--- src/rtl/i2cs_pkg.sv ---
`timescale 1ns/1ps
package i2cs_pkg;

  typedef enum logic [2:0] {
    OP_NONE   = 3'd0,
    OP_START  = 3'd1,
    OP_RSTART = 3'd2,
    OP_STOP   = 3'd3,
    OP_TX     = 3'd4,
    OP_RX     = 3'd5
  } op_e;

  typedef enum logic [3:0] {
    S_IDLE, S_START, S_A1, S_A2, S_RS, S_A3,
    S_WD, S_TXD, S_RXD, S_PUSH, S_STOP
  } st_e;

  function automatic op_e op_of(st_e s);
    case (s)
      S_START:                return OP_START;
      S_RS:                   return OP_RSTART;
      S_STOP:                 return OP_STOP;
      S_A1, S_A2, S_A3, S_TXD: return OP_TX;
      S_RXD:                  return OP_RX;
      default:                return OP_NONE;
    endcase
  endfunction

  function automatic logic uses_engine(st_e s);
    return !(s == S_IDLE || s == S_WD || s == S_PUSH);
  endfunction

endpackage

--- src/rtl/i2cs_addr_fmt.sv ---
`timescale 1ns/1ps
module i2cs_addr_fmt #(
  parameter logic [4:0] TEN_PFX = 5'b11110
) (
  input  logic [9:0] addr,
  input  logic       ten,
  input  logic       rw,
  output logic [7:0] first_b,
  output logic [7:0] second_b
);
  // Header byte: prefix plus the two top bits in 10-bit mode, else 7 bits.
  always_comb begin
    if (ten) first_b = {TEN_PFX, addr[9:8], rw};
    else     first_b = {addr[6:0], rw};
    second_b = addr[7:0];
  end
endmodule

--- src/rtl/i2cs_byte_cnt.sv ---
`timescale 1ns/1ps
module i2cs_byte_cnt #(
  parameter int W = 8
) (
  input  logic         clk,
  input  logic         rst,
  input  logic         load,
  input  logic [W-1:0] load_val,
  input  logic         dec,
  output logic         zero,
  output logic         one
);
  localparam logic [W-1:0] ONE = W'(1);

  logic [W-1:0] cnt_q;

  always_ff @(posedge clk) begin
    if (rst)       cnt_q <= '0;
    else if (load) cnt_q <= load_val;
    else if (dec)  cnt_q <= cnt_q - ONE;
  end

  assign zero = (cnt_q == '0);
  assign one  = (cnt_q == ONE);

  AST_CNT_NO_UNDERFLOW: assert property (@(posedge clk) disable iff (rst)
    dec |-> cnt_q != '0);
endmodule

--- src/rtl/i2cs_ctrl.sv ---
`timescale 1ns/1ps
module i2cs_ctrl
  import i2cs_pkg::*;
#(
  parameter logic [4:0] TEN_PFX = 5'b11110
) (
  input  logic       clk,
  input  logic       rst,
  input  logic       cmd_valid,
  input  logic [9:0] cmd_addr,
  input  logic       cmd_ten,
  input  logic       cmd_read,
  output logic       cmd_ready,
  input  logic       wr_valid,
  input  logic [7:0] wr_data,
  output logic       wr_ready,
  input  logic       rd_ready,
  output logic       rd_valid,
  output logic [7:0] rd_data,
  output logic       eng_req_valid,
  input  logic       eng_req_ready,
  output logic [2:0] eng_op,
  output logic [7:0] eng_tx_byte,
  output logic       eng_nack,
  input  logic       eng_done,
  input  logic       eng_ack_n,
  input  logic [7:0] eng_rx_byte,
  output logic       txn_done,
  output logic       txn_err,
  input  logic       cnt_zero,
  input  logic       cnt_one,
  output logic       cnt_load,
  output logic       cnt_dec,
  input  logic [7:0] first_b,
  input  logic [7:0] second_b,
  output logic [9:0] addr_o,
  output logic       ten_o,
  output logic       rw_o
);
  st_e        state_q, state_d;
  logic [9:0] addr_q;
  logic       ten_q, rd_q;
  logic       req_vld_q, wait_q;
  logic [2:0] op_q;
  logic [7:0] byte_q, byte_d, rx_q;
  logic       nack_q, done_q, err_q;
  logic       fin, abort, launch;
  st_e        data_nx;

  assign fin     = wait_q & eng_done;
  assign data_nx = cnt_zero ? S_STOP : (rd_q ? S_RXD : S_WD);

  // Next state
  always_comb begin
    state_d  = state_q;
    cnt_load = 1'b0;
    cnt_dec  = 1'b0;
    abort    = 1'b0;
    case (state_q)
      S_IDLE:  if (cmd_valid) begin state_d = S_START; cnt_load = 1'b1; end
      S_START: if (fin) state_d = S_A1;
      S_A1: if (fin) begin
        if (eng_ack_n)  begin state_d = S_STOP; abort = 1'b1; end
        else if (ten_q) state_d = S_A2;
        else            state_d = data_nx;
      end
      S_A2: if (fin) begin
        if (eng_ack_n) begin state_d = S_STOP; abort = 1'b1; end
        else if (rd_q) state_d = S_RS;
        else           state_d = data_nx;
      end
      S_RS: if (fin) state_d = S_A3;
      S_A3: if (fin) begin
        if (eng_ack_n) begin state_d = S_STOP; abort = 1'b1; end
        else           state_d = data_nx;
      end
      S_WD: if (wr_valid) state_d = S_TXD;
      S_TXD: if (fin) begin
        if (eng_ack_n) begin state_d = S_STOP; abort = 1'b1; end
        else begin
          cnt_dec = 1'b1;
          state_d = cnt_one ? S_STOP : S_WD;
        end
      end
      S_RXD: if (fin) begin cnt_dec = 1'b1; state_d = S_PUSH; end
      S_PUSH: if (rd_ready) state_d = cnt_zero ? S_STOP : S_RXD;
      S_STOP: if (fin) state_d = S_IDLE;
      default: state_d = S_IDLE;
    endcase
  end

  // Header direction: re-sent 10-bit header follows the repeated START
  assign rw_o   = ten_q ? (state_q == S_RS) : rd_q;
  assign addr_o = addr_q;
  assign ten_o  = ten_q;

  assign launch = (state_d != state_q) && uses_engine(state_d);

  always_comb begin
    case (state_d)
      S_A1, S_A3: byte_d = first_b;
      S_A2:       byte_d = second_b;
      S_TXD:      byte_d = wr_data;
      default:    byte_d = 8'h00;
    endcase
  end

  always_ff @(posedge clk) begin
    if (rst) begin
      state_q   <= S_IDLE;
      addr_q    <= '0;
      ten_q     <= 1'b0;
      rd_q      <= 1'b0;
      req_vld_q <= 1'b0;
      wait_q    <= 1'b0;
      op_q      <= OP_NONE;
      byte_q    <= '0;
      nack_q    <= 1'b0;
      rx_q      <= '0;
      done_q    <= 1'b0;
      err_q     <= 1'b0;
    end else begin
      state_q <= state_d;
      done_q  <= 1'b0;
      if (state_q == S_IDLE && cmd_valid) begin
        addr_q <= cmd_addr;
        ten_q  <= cmd_ten;
        rd_q   <= cmd_read;
        err_q  <= 1'b0;
      end
      if (abort) err_q <= 1'b1;
      if (fin) wait_q <= 1'b0;
      if (req_vld_q && eng_req_ready) begin
        req_vld_q <= 1'b0;
        wait_q    <= 1'b1;
      end
      if (launch) begin
        req_vld_q <= 1'b1;
        op_q      <= op_of(state_d);
        byte_q    <= byte_d;
        nack_q    <= (state_d == S_RXD) && cnt_one;
      end
      if (state_q == S_RXD && fin)  rx_q   <= eng_rx_byte;
      if (state_q == S_STOP && fin) done_q <= 1'b1;
    end
  end

  assign cmd_ready     = (state_q == S_IDLE);
  assign wr_ready      = (state_q == S_WD);
  assign rd_valid      = (state_q == S_PUSH);
  assign rd_data       = rx_q;
  assign eng_req_valid = req_vld_q;
  assign eng_op        = op_q;
  assign eng_tx_byte   = byte_q;
  assign eng_nack      = nack_q;
  assign txn_done      = done_q;
  assign txn_err       = err_q;

  AST_REQ_HOLD: assert property (@(posedge clk) disable iff (rst)
    req_vld_q && !eng_req_ready |=> req_vld_q && $stable(op_q) && $stable(byte_q) && $stable(nack_q));
  AST_RX_NACK_LAST: assert property (@(posedge clk) disable iff (rst)
    req_vld_q && op_q == OP_RX |-> nack_q == cnt_one);
  AST_DONE_AFTER_STOP: assert property (@(posedge clk) disable iff (rst)
    done_q |-> $past(op_q) == OP_STOP);
  AST_WR_ONLY_IDLE_ENGINE: assert property (@(posedge clk) disable iff (rst)
    wr_ready |-> !req_vld_q && !wait_q);
  AST_TEN_READ_HEADER: assert property (@(posedge clk) disable iff (rst)
    req_vld_q && state_q == S_A3 |-> byte_q[0] && byte_q[7:3] == TEN_PFX);
  AST_ERR_GOES_STOP: assert property (@(posedge clk) disable iff (rst)
    err_q && state_q != S_IDLE |-> state_q == S_STOP);
endmodule

--- src/rtl/i2c_txn_seq.sv ---
`timescale 1ns/1ps
module i2c_txn_seq #(
  parameter int         LEN_W   = 8,
  parameter logic [4:0] TEN_PFX = 5'b11110
) (
  input  logic             clk,
  input  logic             rst,
  input  logic             cmd_valid,
  output logic             cmd_ready,
  input  logic [9:0]       cmd_addr,
  input  logic             cmd_ten,
  input  logic             cmd_read,
  input  logic [LEN_W-1:0] cmd_len,
  input  logic             wr_valid,
  output logic             wr_ready,
  input  logic [7:0]       wr_data,
  output logic             rd_valid,
  input  logic             rd_ready,
  output logic [7:0]       rd_data,
  output logic             eng_req_valid,
  input  logic             eng_req_ready,
  output logic [2:0]       eng_op,
  output logic [7:0]       eng_tx_byte,
  output logic             eng_nack,
  input  logic             eng_done,
  input  logic             eng_ack_n,
  input  logic [7:0]       eng_rx_byte,
  output logic             txn_done,
  output logic             txn_err
);
  logic       cnt_zero, cnt_one, cnt_load, cnt_dec;
  logic [7:0] first_b, second_b;
  logic [9:0] addr_l;
  logic       ten_l, rw_l;

  i2cs_byte_cnt #(.W(LEN_W)) u_cnt (
    .clk(clk), .rst(rst), .load(cnt_load), .load_val(cmd_len),
    .dec(cnt_dec), .zero(cnt_zero), .one(cnt_one)
  );

  i2cs_addr_fmt #(.TEN_PFX(TEN_PFX)) u_fmt (
    .addr(addr_l), .ten(ten_l), .rw(rw_l),
    .first_b(first_b), .second_b(second_b)
  );

  i2cs_ctrl #(.TEN_PFX(TEN_PFX)) u_ctrl (
    .clk(clk), .rst(rst),
    .cmd_valid(cmd_valid), .cmd_addr(cmd_addr), .cmd_ten(cmd_ten),
    .cmd_read(cmd_read), .cmd_ready(cmd_ready),
    .wr_valid(wr_valid), .wr_data(wr_data), .wr_ready(wr_ready),
    .rd_ready(rd_ready), .rd_valid(rd_valid), .rd_data(rd_data),
    .eng_req_valid(eng_req_valid), .eng_req_ready(eng_req_ready),
    .eng_op(eng_op), .eng_tx_byte(eng_tx_byte), .eng_nack(eng_nack),
    .eng_done(eng_done), .eng_ack_n(eng_ack_n), .eng_rx_byte(eng_rx_byte),
    .txn_done(txn_done), .txn_err(txn_err),
    .cnt_zero(cnt_zero), .cnt_one(cnt_one),
    .cnt_load(cnt_load), .cnt_dec(cnt_dec),
    .first_b(first_b), .second_b(second_b),
    .addr_o(addr_l), .ten_o(ten_l), .rw_o(rw_l)
  );
endmodule

--- config.mk ---
export PLATFORM = sky130hd
export DESIGN_NAME = i2c_txn_seq
export DESIGN_NICKNAME = d
export VERILOG_FILES = /design/src/rtl/i2cs_pkg.sv /design/src/rtl/i2cs_addr_fmt.sv /design/src/rtl/i2cs_byte_cnt.sv /design/src/rtl/i2cs_ctrl.sv /design/src/rtl/i2c_txn_seq.sv
export SDC_FILE = /design/constraint.sdc
export NUM_CORES = 1
export LEC_CHECK = 0
export ABC_AREA = 1
export BUFFER_PORTS_ARGS = -buffer_cell sky130_fd_sc_hd__buf_4
export CAP_MARGIN = 20
export CORE_MARGIN = 2
export CORE_UTILIZATION = 30
export DETAILED_ROUTE_END_ITERATION = 8
export RECOVER_POWER = 50
export SLEW_MARGIN = 20
export SYNTH_ARGS = -nofsm -noshare
export SYNTH_HDL_FRONTEND = slang
export SYNTH_SLANG_ARGS = --single-unit
--- constraint.sdc ---
create_clock -name clk -period 5.36 [get_ports clk]
set_input_delay 0.536 -clock clk [delete_from_list [all_inputs] [get_ports clk]]
set_output_delay 0.536 -clock clk [all_outputs]
set_load 0.005 [all_outputs]
* After elaboration in Yosys (flattened, before gate mapping) *
Memory sizes are Yosys's and may differ from the RTL's. A register that Yosys moved wholly into a read port is not among the register bits.
Index checks and enable logic that the tools add are counted.

storage, ports and cells
  input port bits = 44
  memory bits (read-only) = 48
  register bits = 45
  memories kept = 1
  logic and storage cells = 95

memories
  memory           words  width  rd ports  clocked after memory_dff  wr ports  RTL line        RTL
  (no name shown)  16     3      1         1                         0         i2cs_pkg.sv:19  case (s)

operators by class
  bitwise logic cells = 1
  add/subtract/negate cells = 1
  reductions and logical operators = 18
  multiplexer cells = 43
  eq/ne operators = 19

operators by type and width
  kind                                                                    count
  4-bit 2-to-1 mux                                                        20
  4-bit one-hot mux with 11 select lines                                  1
  4-bit by 3-bit equality test with 1-bit output (second input constant)  7
  8-bit 2-to-1 mux                                                        3
  8-bit one-hot mux with 3 select lines                                   1
  4-bit equality test (second input constant)                             5
  4-bit by 2-bit equality test with 1-bit output (second input constant)  4
  1-bit 2-to-1 mux                                                        16
  8-bit by 1-bit equality test with 1-bit output (second input constant)  1
  4-bit zero test                                                         2
  8-bit zero test                                                         1
  2-bit nonzero test                                                      4
  8-bit by 1-bit subtractor with 8-bit output (second input constant)     1
  1-bit logical AND                                                       6
  4-bit by 1-bit equality test with 1-bit output (second input constant)  1
  4-bit != test                                                           1
  4-bit OR reduction                                                      1
  1-bit logical OR                                                        2
  2-bit 2-to-1 mux                                                        1
  1-bit one-hot mux with 2 select lines                                   1
  2-bit OR reduction                                                      1
  1-bit AND                                                               1
  1-bit zero test                                                         1

* Depth between registers and ports, before layout *
Gate-level depths: netlist of the first run.

  depth after elaboration = 12
  gate-level depth with buffers = 19

* Cells and area by module *
Synthesis of the first run repeated with hierarchy kept, for this count alone.

second synthesis, totals
  cells, all modules = 473
  area total of the unflattened synthesis = 2925.3 um^2

by module, submodules not included
  module         area an instance (um^2)  cells an instance  instances
  i2cs_ctrl      2253.4                   366                1
  i2cs_byte_cnt  545.5                    85                 1
  i2cs_addr_fmt  126.4                    22                 1

* Least setup slack after synthesis of the first run *
OpenSTA, ideal clock, no wires.

  path type = input to register
  from = input port eng_done
  to = register u_ctrl.op_q[2] (netlist: u_ctrl.eng_op[2])
  cell stages on the path = 16
  path buffers = 1
  required time = 5.229 ns
  path slack = 3.322 ns
  arrival time = 1.908 ns
  cell sequence = nand2_2 -> inv_1 -> nand2_1 -> o21ai_1 -> nand2_1 -> nand2_1 -> nand3_2 -> nand2_4 -> nand2_4 -> inv_2 -> nand2_1 -> nand3_2 -> nor2_4 -> buf_6 -> nand2_1 -> a21oi_2

on the way
  word-level cells in the longest chain between the ends = 8

ends and longest elaborated chain
  item                                                                                      RTL line           RTL
  from (decl)                                                                               i2c_txn_seq.sv:25  input logic eng_done,
  1-bit AND (*)                                                                             i2cs_ctrl.sv:50    assign fin = wait_q & eng_done;
  4-bit 2-to-1 mux (tied with other cells)                                                  i2cs_ctrl.sv:87    S_STOP: if (fin) state_d = S_IDLE;
  4-bit one-hot mux with 11 select lines (*)                                                i2cs_ctrl.sv:59    case (state_q)
  4-bit by 3-bit equality test with 1-bit output / 4-bit zero test (equally long branches)  i2cs_pkg.sv:30     return !(s == S_IDLE || s == S_WD || s == S_PUSH);
  1-bit logical OR (2 in a row)                                                             i2cs_pkg.sv:30
  1-bit zero test                                                                           i2cs_pkg.sv:30
  1-bit logical AND                                                                         i2cs_ctrl.sv:97    assign launch = (state_d != state_q) && uses_engine(state_d);
  to (decl)                                                                                 i2cs_ctrl.sv:44    logic [2:0] op_q;

Mark *: on every way between the ends. The rest lies on a longest branch, timed or not.
A chain may end at the register's enable or synchronous reset.

* Worst setup path after layout of the first run *
  from = register u_ctrl.state_q[2]
  to = register u_ctrl.byte_q[3] (netlist: u_ctrl.eng_tx_byte[3])

on the way
  word-level cells in the longest chain between the ends = 7

ends and longest elaborated chain
  item                                                                            RTL line          RTL
  from (decl)                                                                     i2cs_ctrl.sv:40   st_e state_q, state_d;
  from (signal assigned)                                                          i2cs_ctrl.sv:123  state_q <= state_d;
  branches (longest 7 deep; another with 4-bit one-hot mux with 11 select lines)  n/a
  to (signal assigned)                                                            i2cs_ctrl.sv:140  byte_q <= byte_d;
  to (decl)                                                                       i2cs_ctrl.sv:45   logic [7:0] byte_q, byte_d, rx_q;

Parallel ways; which one is timed is not known.

==> flow_metrics.env, run 1 <==
export IMPL_status="complete, but fails checks"
export IMPL_violations="max-capacitance violations, max-slew violations"
export IMPL_synth_top_cell_by_area="dfxtp_1"
export IMPL_area_growth_pct=24.4
export IMPL_stdcell_count=625
export IMPL_comb_power_share_pct=20.5
export IMPL_final_common_cell="nand2_1"
export IMPL_regArea_um2=961
export IMPL_cp_startpoint="u_ctrl.state_q[2]$_SDFF_PP0_"
export IMPL_cts_resized=0
export IMPL_layout_common_cells="nand2_1 (157), dfxtp_1 (48), buf_4 (45)"
export IMPL_grt_ovfl_total=0
export IMPL_layout_setup_ws_ns=2.31
export IMPL_dp_hpwl_um=6070
export IMPL_die_area_mm2=0.0102
export IMPL_grt_usage_pct=15.4
export IMPL_fin_crit_sh_pct=57.0
export IMPL_cts_inserted_buffers=5
export IMPL_setup_viol=0
export IMPL_pre_cts_ws_ns=2.66
export IMPL_hold_buffers=0
export IMPL_fillCellCount=1036
export IMPL_diodes=0
export IMPL_pin_count=70
export IMPL_endpoint_kind="flop"
export IMPL_seqPwrFrac_pct=47.6
export IMPL_placedCellCount=617
export IMPL_cts_tree="done"
export IMPL_crit_type="reg -> reg"
export IMPL_grt_max_degree=34
export IMPL_antenna_found_initial=0
export IMPL_required_ns=5.47
export IMPL_routed_via_density=4.73
export IMPL_wl_per_cell_um=12.4
export IMPL_portBuffers=69
export IMPL_cpMostUsedCell="nand2_1"
export IMPL_cp_start_kind="flop"
export IMPL_power_density_mw_per_mm2=234
export IMPL_hold_viol=0
export IMPL_drtIter0Drc=140
export IMPL_synth_distinct_cells=33
export IMPL_maxCapViolations=1
export IMPL_crit_slowest_cell="clkbuf_1"
export IMPL_hold_start="u_ctrl.eng_tx_byte[4]$_SDFFE_PP0P_"
export IMPL_p_switching_uw=243
export IMPL_skew_ns=0.00933
export IMPL_seq_area_frac_synth_pct=34.0
export IMPL_p_clk_share_pct=31.9
export IMPL_syn_area_mm2=0.00283
export IMPL_rsz0062_at_grt="false"
export IMPL_irDropWorstVdd_mv=0.150
export IMPL_arrival_ns=3.17
export IMPL_tightest_slew_ns=1.62
export IMPL_p_int_uw=580
export IMPL_cts_htree_levels=2
export IMPL_clkSinkCount=48
export IMPL_hold_class="reg -> reg"
export IMPL_grt_pass1_vias=2767
export IMPL_initial_core_util_pct=30.7
export IMPL_finalPower_uw=822
export IMPL_syn_instance_count=451
export IMPL_ys_seq_elements=48
export IMPL_syn_nets=498
export IMPL_clockBufferDepth=2
export IMPL_crit_chain="nor2_2 > nand3_1 > clkbuf_1 > nand2_1 > a21oi_2 > nand2_2 > xor2_1 > nand2_1 > nor2_1 > nand2_1 > nand3_2 > nand2_1 > a21oi_1"
export IMPL_drive_gt1_share_pct=22.0
export IMPL_clk_latency_ns=0.30
export IMPL_hold_path_depth=2
export IMPL_sw_frac_of_total_pct=29.5
export IMPL_die_w_um=101
export IMPL_hold_ws_ns=0.467
export IMPL_cts_reportedPaths_clkPinSlew_ns=0.09
export IMPL_relSlewSlack_pct=-7.69
export IMPL_slowest_delay_ns=0.86
export IMPL_core_area_mm2=0.00920
export IMPL_cp_max_fo=31
export IMPL_cts_root_buf="clkbuf_8"
export IMPL_fmax_mhz=327
export IMPL_synth_area_leaders="dfxtp_1 (34%), nand2_1 (21%), a21oi_1 (7.4%)"
export IMPL_nets=560
export IMPL_gp_congestion=0.991
export IMPL_synth_area_per_cell_um2=6.27
export IMPL_drc=0
export IMPL_maxSlewViolCount=34
export IMPL_via_count=2957
export IMPL_cp_top_family="simple AND/OR/NAND/NOR gates"
export IMPL_cp_depth=13
export IMPL_yosysTopAreaCellShare_pct=34.0
export IMPL_fp_dieH_um=101
export IMPL_finalWirelength_um=7720
export IMPL_grt_pass1_wl_um=12700
export IMPL_leakage_uw=0.00169
export IMPL_rr_startpoint="u_ctrl.state_q[2]$_SDFF_PP0_"
export IMPL_path_buf_inv=1
export IMPL_r2r_cells=13
export IMPL_row_count=35
export IMPL_final_setup_tns_ns=0
export IMPL_min_period_ns=3.05
export IMPL_multi_input_area_mm2=0.00160
export IMPL_post_cts_buffers=0
export IMPL_ant_nets=0
export IMPL_dr_pass1_iters=4
export IMPL_yosysWarnings=0
==> synthesized netlist by cell type <==
library cell / n
a21oi_1: 42
a21oi_2: 4
a31oi_1: 4
buf_1: 1
buf_2: 2
buf_4: 1
buf_6: 1
clkbuf_1: 10
dfxtp_1: 48
ha_1: 3
inv_1: 44
inv_2: 7
inv_4: 1
nand2_1: 157
nand2_2: 8
nand2_4: 3
nand3_1: 21
nand3_2: 5
nand4_1: 1
nor2_1: 40
nor2_2: 6
nor2_4: 3
nor2_8: 1
nor3_1: 2
nor4_1: 1
o211ai_1: 1
o21ai_0: 26
o21ai_1: 1
o21ai_2: 1
o221ai_1: 1
o22ai_1: 1
o31ai_1: 2
xor2_1: 2
==> final timing paths <==
| path | end | slack [ns] |
|---|---|---|
| max | u_ctrl.eng_tx_byte[3]$_SDFFE_PP0P_ | 2.31 |
| min reg2reg | u_ctrl.eng_tx_byte[4]$_SDFFE_PP0P_ | 0.47 |
| min | u_ctrl.eng_tx_byte[4]$_SDFFE_PP0P_ | 0.47 |
| max reg2reg | u_ctrl.eng_tx_byte[3]$_SDFFE_PP0P_ | 2.31 |
==> cell type report <==
class	count	share of cell area (%)
clock inverters	2	0.996
flip-flops and latches	48	27.3
clock buffers	6	2.06
well taps	111	3.95
multi-input cells	336	45.4
inverters	52	5.62
repair buffers	70	14.6
==> per-layer routing <==
metal	vias up	wire [um]	GRT usage [%]
met4	0	91	3.01
met3	11	418	2.64
met5	-	0	0
met2	93	3590	26.4
met1	1306	3620	20.2
li1	1547	-	-
==> registers in the layout, indices dropped and copies added, names as in the netlist, 3 cells and up <==
register and cells:
u_cnt.cnt_q 8, u_ctrl.addr_o 10, u_ctrl.eng_op 3, u_ctrl.eng_tx_byte 8, u_ctrl.rd_data 8, u_ctrl.state_q 4
==> logic make-up after synthesis <==
| family | after synthesis | share of synthesized area (%) |
|---|---|---|
| xor gates and xnor gates | 2 | 0.620 |
| adders and majority gates | 3 | 1.33 |
| and+or+nand+nor | 248 | 38.6 |
| AOI/OAI and AO/OA | 83 | 16.0 |
| buffers and inverters | 67 | 9.47 |
| DFF | 48 | 34.0 |
==> power by group through the flow <==
| stage | Combinational [uW] | Clock (uW) | Sequential (uW) |
|---|---|---|---|
| detailed placement | 169 | 0 | 400 |
| global route | 191 | 284 | 395 |
| CTS | 170 | 270 | 391 |
| global placement | 168 | 0 | 399 |
| floorplan | 117 | 0 | 395 |
| finish | 168 | 263 | 392 |
==> metrics by stage <==
stage / utilization [%] / cell area (um2)
after floorplan: - / 2830
after global placement: 37.2 / 3420
after detailed placement: 37.2 / 3420
after CTS: 38.4 / 3530
after global routing: 38.3 / 3520
final: 38.3 / 3520
==> worst min-delay path, delay by kind of cell, from the launching register on <==
kind            cells  cell delay [ns]
compound gates      1             0.05
simple gates        1             0.06
flops               1             0.32
No activity file was read; power rests on OpenSTA's default activity.
==> inputs of run 2 (changes only) <==
- clock period: 5.36 -> 2.5 ns (I/O delays scaled with it)
==> run 2 against run 1 <==
Compared with the run above:
- critical path type unchanged
- largest power group unchanged
- flip-flop and latch count did not move
- clock skew is 0.0043 ns lower
- design area rose by 1.7%
- total power up 120%
- count of clock-buffer cells in the layout did not move
- the flow now finishes without violations
- via count decreased by 1.3%
==> flow_metrics.env, run 2 (same netlist as run 1, synthesis figures left out) <==
export IMPL_status="completed"
export IMPL_irDropWorstVdd_mv=0.223
export IMPL_core_area_mm2=0.00920
export IMPL_wl_per_cell_um=12.4
export IMPL_grt_usage_pct=15.7
export IMPL_path_buf_inv=2
export IMPL_drtIter0Drc=125
export IMPL_cp_top_family="simple AND/OR/NAND/NOR gates"
export IMPL_die_area_mm2=0.0102
export IMPL_relSlewSlack_pct=68.3
export IMPL_fin_crit_sh_pct=91.7
export IMPL_maxSlewViolCount=0
export IMPL_hold_ws_ns=0.196
export IMPL_dr_pass1_iters=4
export IMPL_largest_reg_flops=10
export IMPL_via_count=2918
export IMPL_area_growth_pct=26.5
export IMPL_endpoint_kind="flop"
export IMPL_hold_class="in -> reg"
export IMPL_cts_root_buf="clkbuf_8"
export IMPL_min_period_ns=2.29
export IMPL_hold_path_depth=4
export IMPL_nets=566
export IMPL_crit_type="reg -> reg"
export IMPL_final_setup_tns_ns=0
export IMPL_fillCellCount=1023
export IMPL_ant_nets=0
export IMPL_slowest_delay_ns=0.38
export IMPL_rsz0062_at_grt="false"
export IMPL_drive_gt1_share_pct=23.7
export IMPL_arrival_ns=2.53
export IMPL_die_w_um=101
export IMPL_diodes=0
export IMPL_clockBufferDepth=2
export IMPL_power_density_mw_per_mm2=499
export IMPL_fmax_mhz=436
export IMPL_cp_max_fo=10
export IMPL_clkSinkCount=48
export IMPL_skew_ns=0.00503
export IMPL_cts_reportedPaths_clkPinSlew_ns=0.09
export IMPL_row_count=35
export IMPL_required_ns=2.74
export IMPL_leakage_uw=0.00172
export IMPL_cpMostUsedCell="nand2_1"
export IMPL_grt_pass1_wl_um=12900
export IMPL_cts_tree="done"
export IMPL_fp_dieH_um=101
export IMPL_maxCapViolations=0
export IMPL_layout_common_cells="nand2_1 (157), buf_4 (52), dfxtp_1 (46)"
export IMPL_grt_max_degree=34
export IMPL_dp_hpwl_um=6120
export IMPL_portBuffers=69
export IMPL_cts_htree_levels=2
export IMPL_gp_congestion=0.875
export IMPL_grt_pass1_vias=2784
export IMPL_crit_slowest_cell="dfxtp_1"
export IMPL_drc=0
export IMPL_r2r_cells=15
export IMPL_final_common_cell="nand2_1"
export IMPL_grt_ovfl_total=0
export IMPL_cp_depth=15
export IMPL_finalWirelength_um=7830
export IMPL_hold_viol=0
export IMPL_antenna_found_initial=0
export IMPL_initial_core_util_pct=30.7
export IMPL_tightest_slew_ns=0.474
export IMPL_cp_start_kind="flop"
export IMPL_routed_via_density=4.62
export IMPL_crit_chain="nor2_1 > inv_2 > nor2_4 > o21ai_1 > nand2_1 > nand2_1 > nand3_2 > nand2_4 > nand2_4 > inv_2 > nand2_1 > nand3_2 > nor2_4 > nand2_1 > a21oi_1"
export IMPL_pin_count=70
export IMPL_setup_viol=0
export IMPL_cts_inserted_buffers=5
export IMPL_clk_latency_ns=0.30
-- run 2: cell types whose count changed in the layout (fill, tap and decap cells not counted), sizes merged --
cell,before,now
buf,45,52
nor2,50,51
clkbuf,31,29
-- run 2: repair_timing --
action | 4_1_cts | 5_1_grt
resized for setup | 0 | 7
setup buffers | 0 | 2
hold buffers | 0 | 0
endpoints found under the setup margin | 0 | 13
-- run 2: cell type report --
class                      count  area (um2)  area share (%)
multi-input combinational    337        1620            45.1
sequential                    48         963            26.9
timing repair buffer          75         556            15.5
inverter                      52         198            5.52
tap                          111         139            3.88
clock buffer                   6        72.6            2.03
clock inverter                 2        35.0           0.979
-- run 2: worst reg2reg max path, delay by kind of cell, from the launching register on --
| kind | cells | cell delay [ns] |
|---|---|---|
| compound gates | 2 | 0.24 |
| buf+inv | 2 | 0.18 |
| simple gates | 11 | 1.43 |
| flops | 1 | 0.38 |
-- run 2: final timing paths --
| path | from | end | slack (ns) |
|---|---|---|---|
| setup / recovery | u_ctrl.state_q[3]$_SDFF_PP0_ | u_ctrl.eng_nack$_SDFFE_PP0P_ | 0.21 |
| hold / removal | eng_req_ready | u_ctrl.eng_req_valid$_SDFFE_PP0P_ | 0.20 |
| setup reg to reg | u_ctrl.state_q[3]$_SDFF_PP0_ | u_ctrl.eng_nack$_SDFFE_PP0P_ | 0.21 |
| hold reg to reg | u_ctrl.rd_data[1]$_SDFFE_PP0P_ | u_ctrl.rd_data[1]$_SDFFE_PP0P_ | 0.47 |
-- run 2: report_power, final --
group / internal (uW) / switching [uW]
sequential: 806 / 30.2
clock: 297 / 265
combinational: 149 / 237
total: 1250 / 532
-- run 2: metrics by stage --
stage                     instance area (um2)  utilization (%)  worst slack, ns  instances  total power (uW)
after floorplan                          2830                -            0.486        451              1100
after global placement                   3440             37.5            0.158        620              1230
after detailed placement                 3440             37.5            0.152        620              1230
after CTS                                3550             38.6            0.148        628              1790
after global routing                     3580             38.9          0.00537        631              1890
final                                    3580             38.9            0.206        631              1780
-- run 2: layer usage --
| layer | share of wire (%) | global-route usage [%] | vias to the layer above |
|---|---|---|---|
| li1 | - | - | 1567 |
| met1 | 48 | 21.3 | 1280 |
| met2 | 47 | 26.4 | 64 |
| met3 | 4.7 | 2.98 | 7 |
| met4 | 0.77 | 2.29 | 0 |
| met5 | 0 | 0 | - |
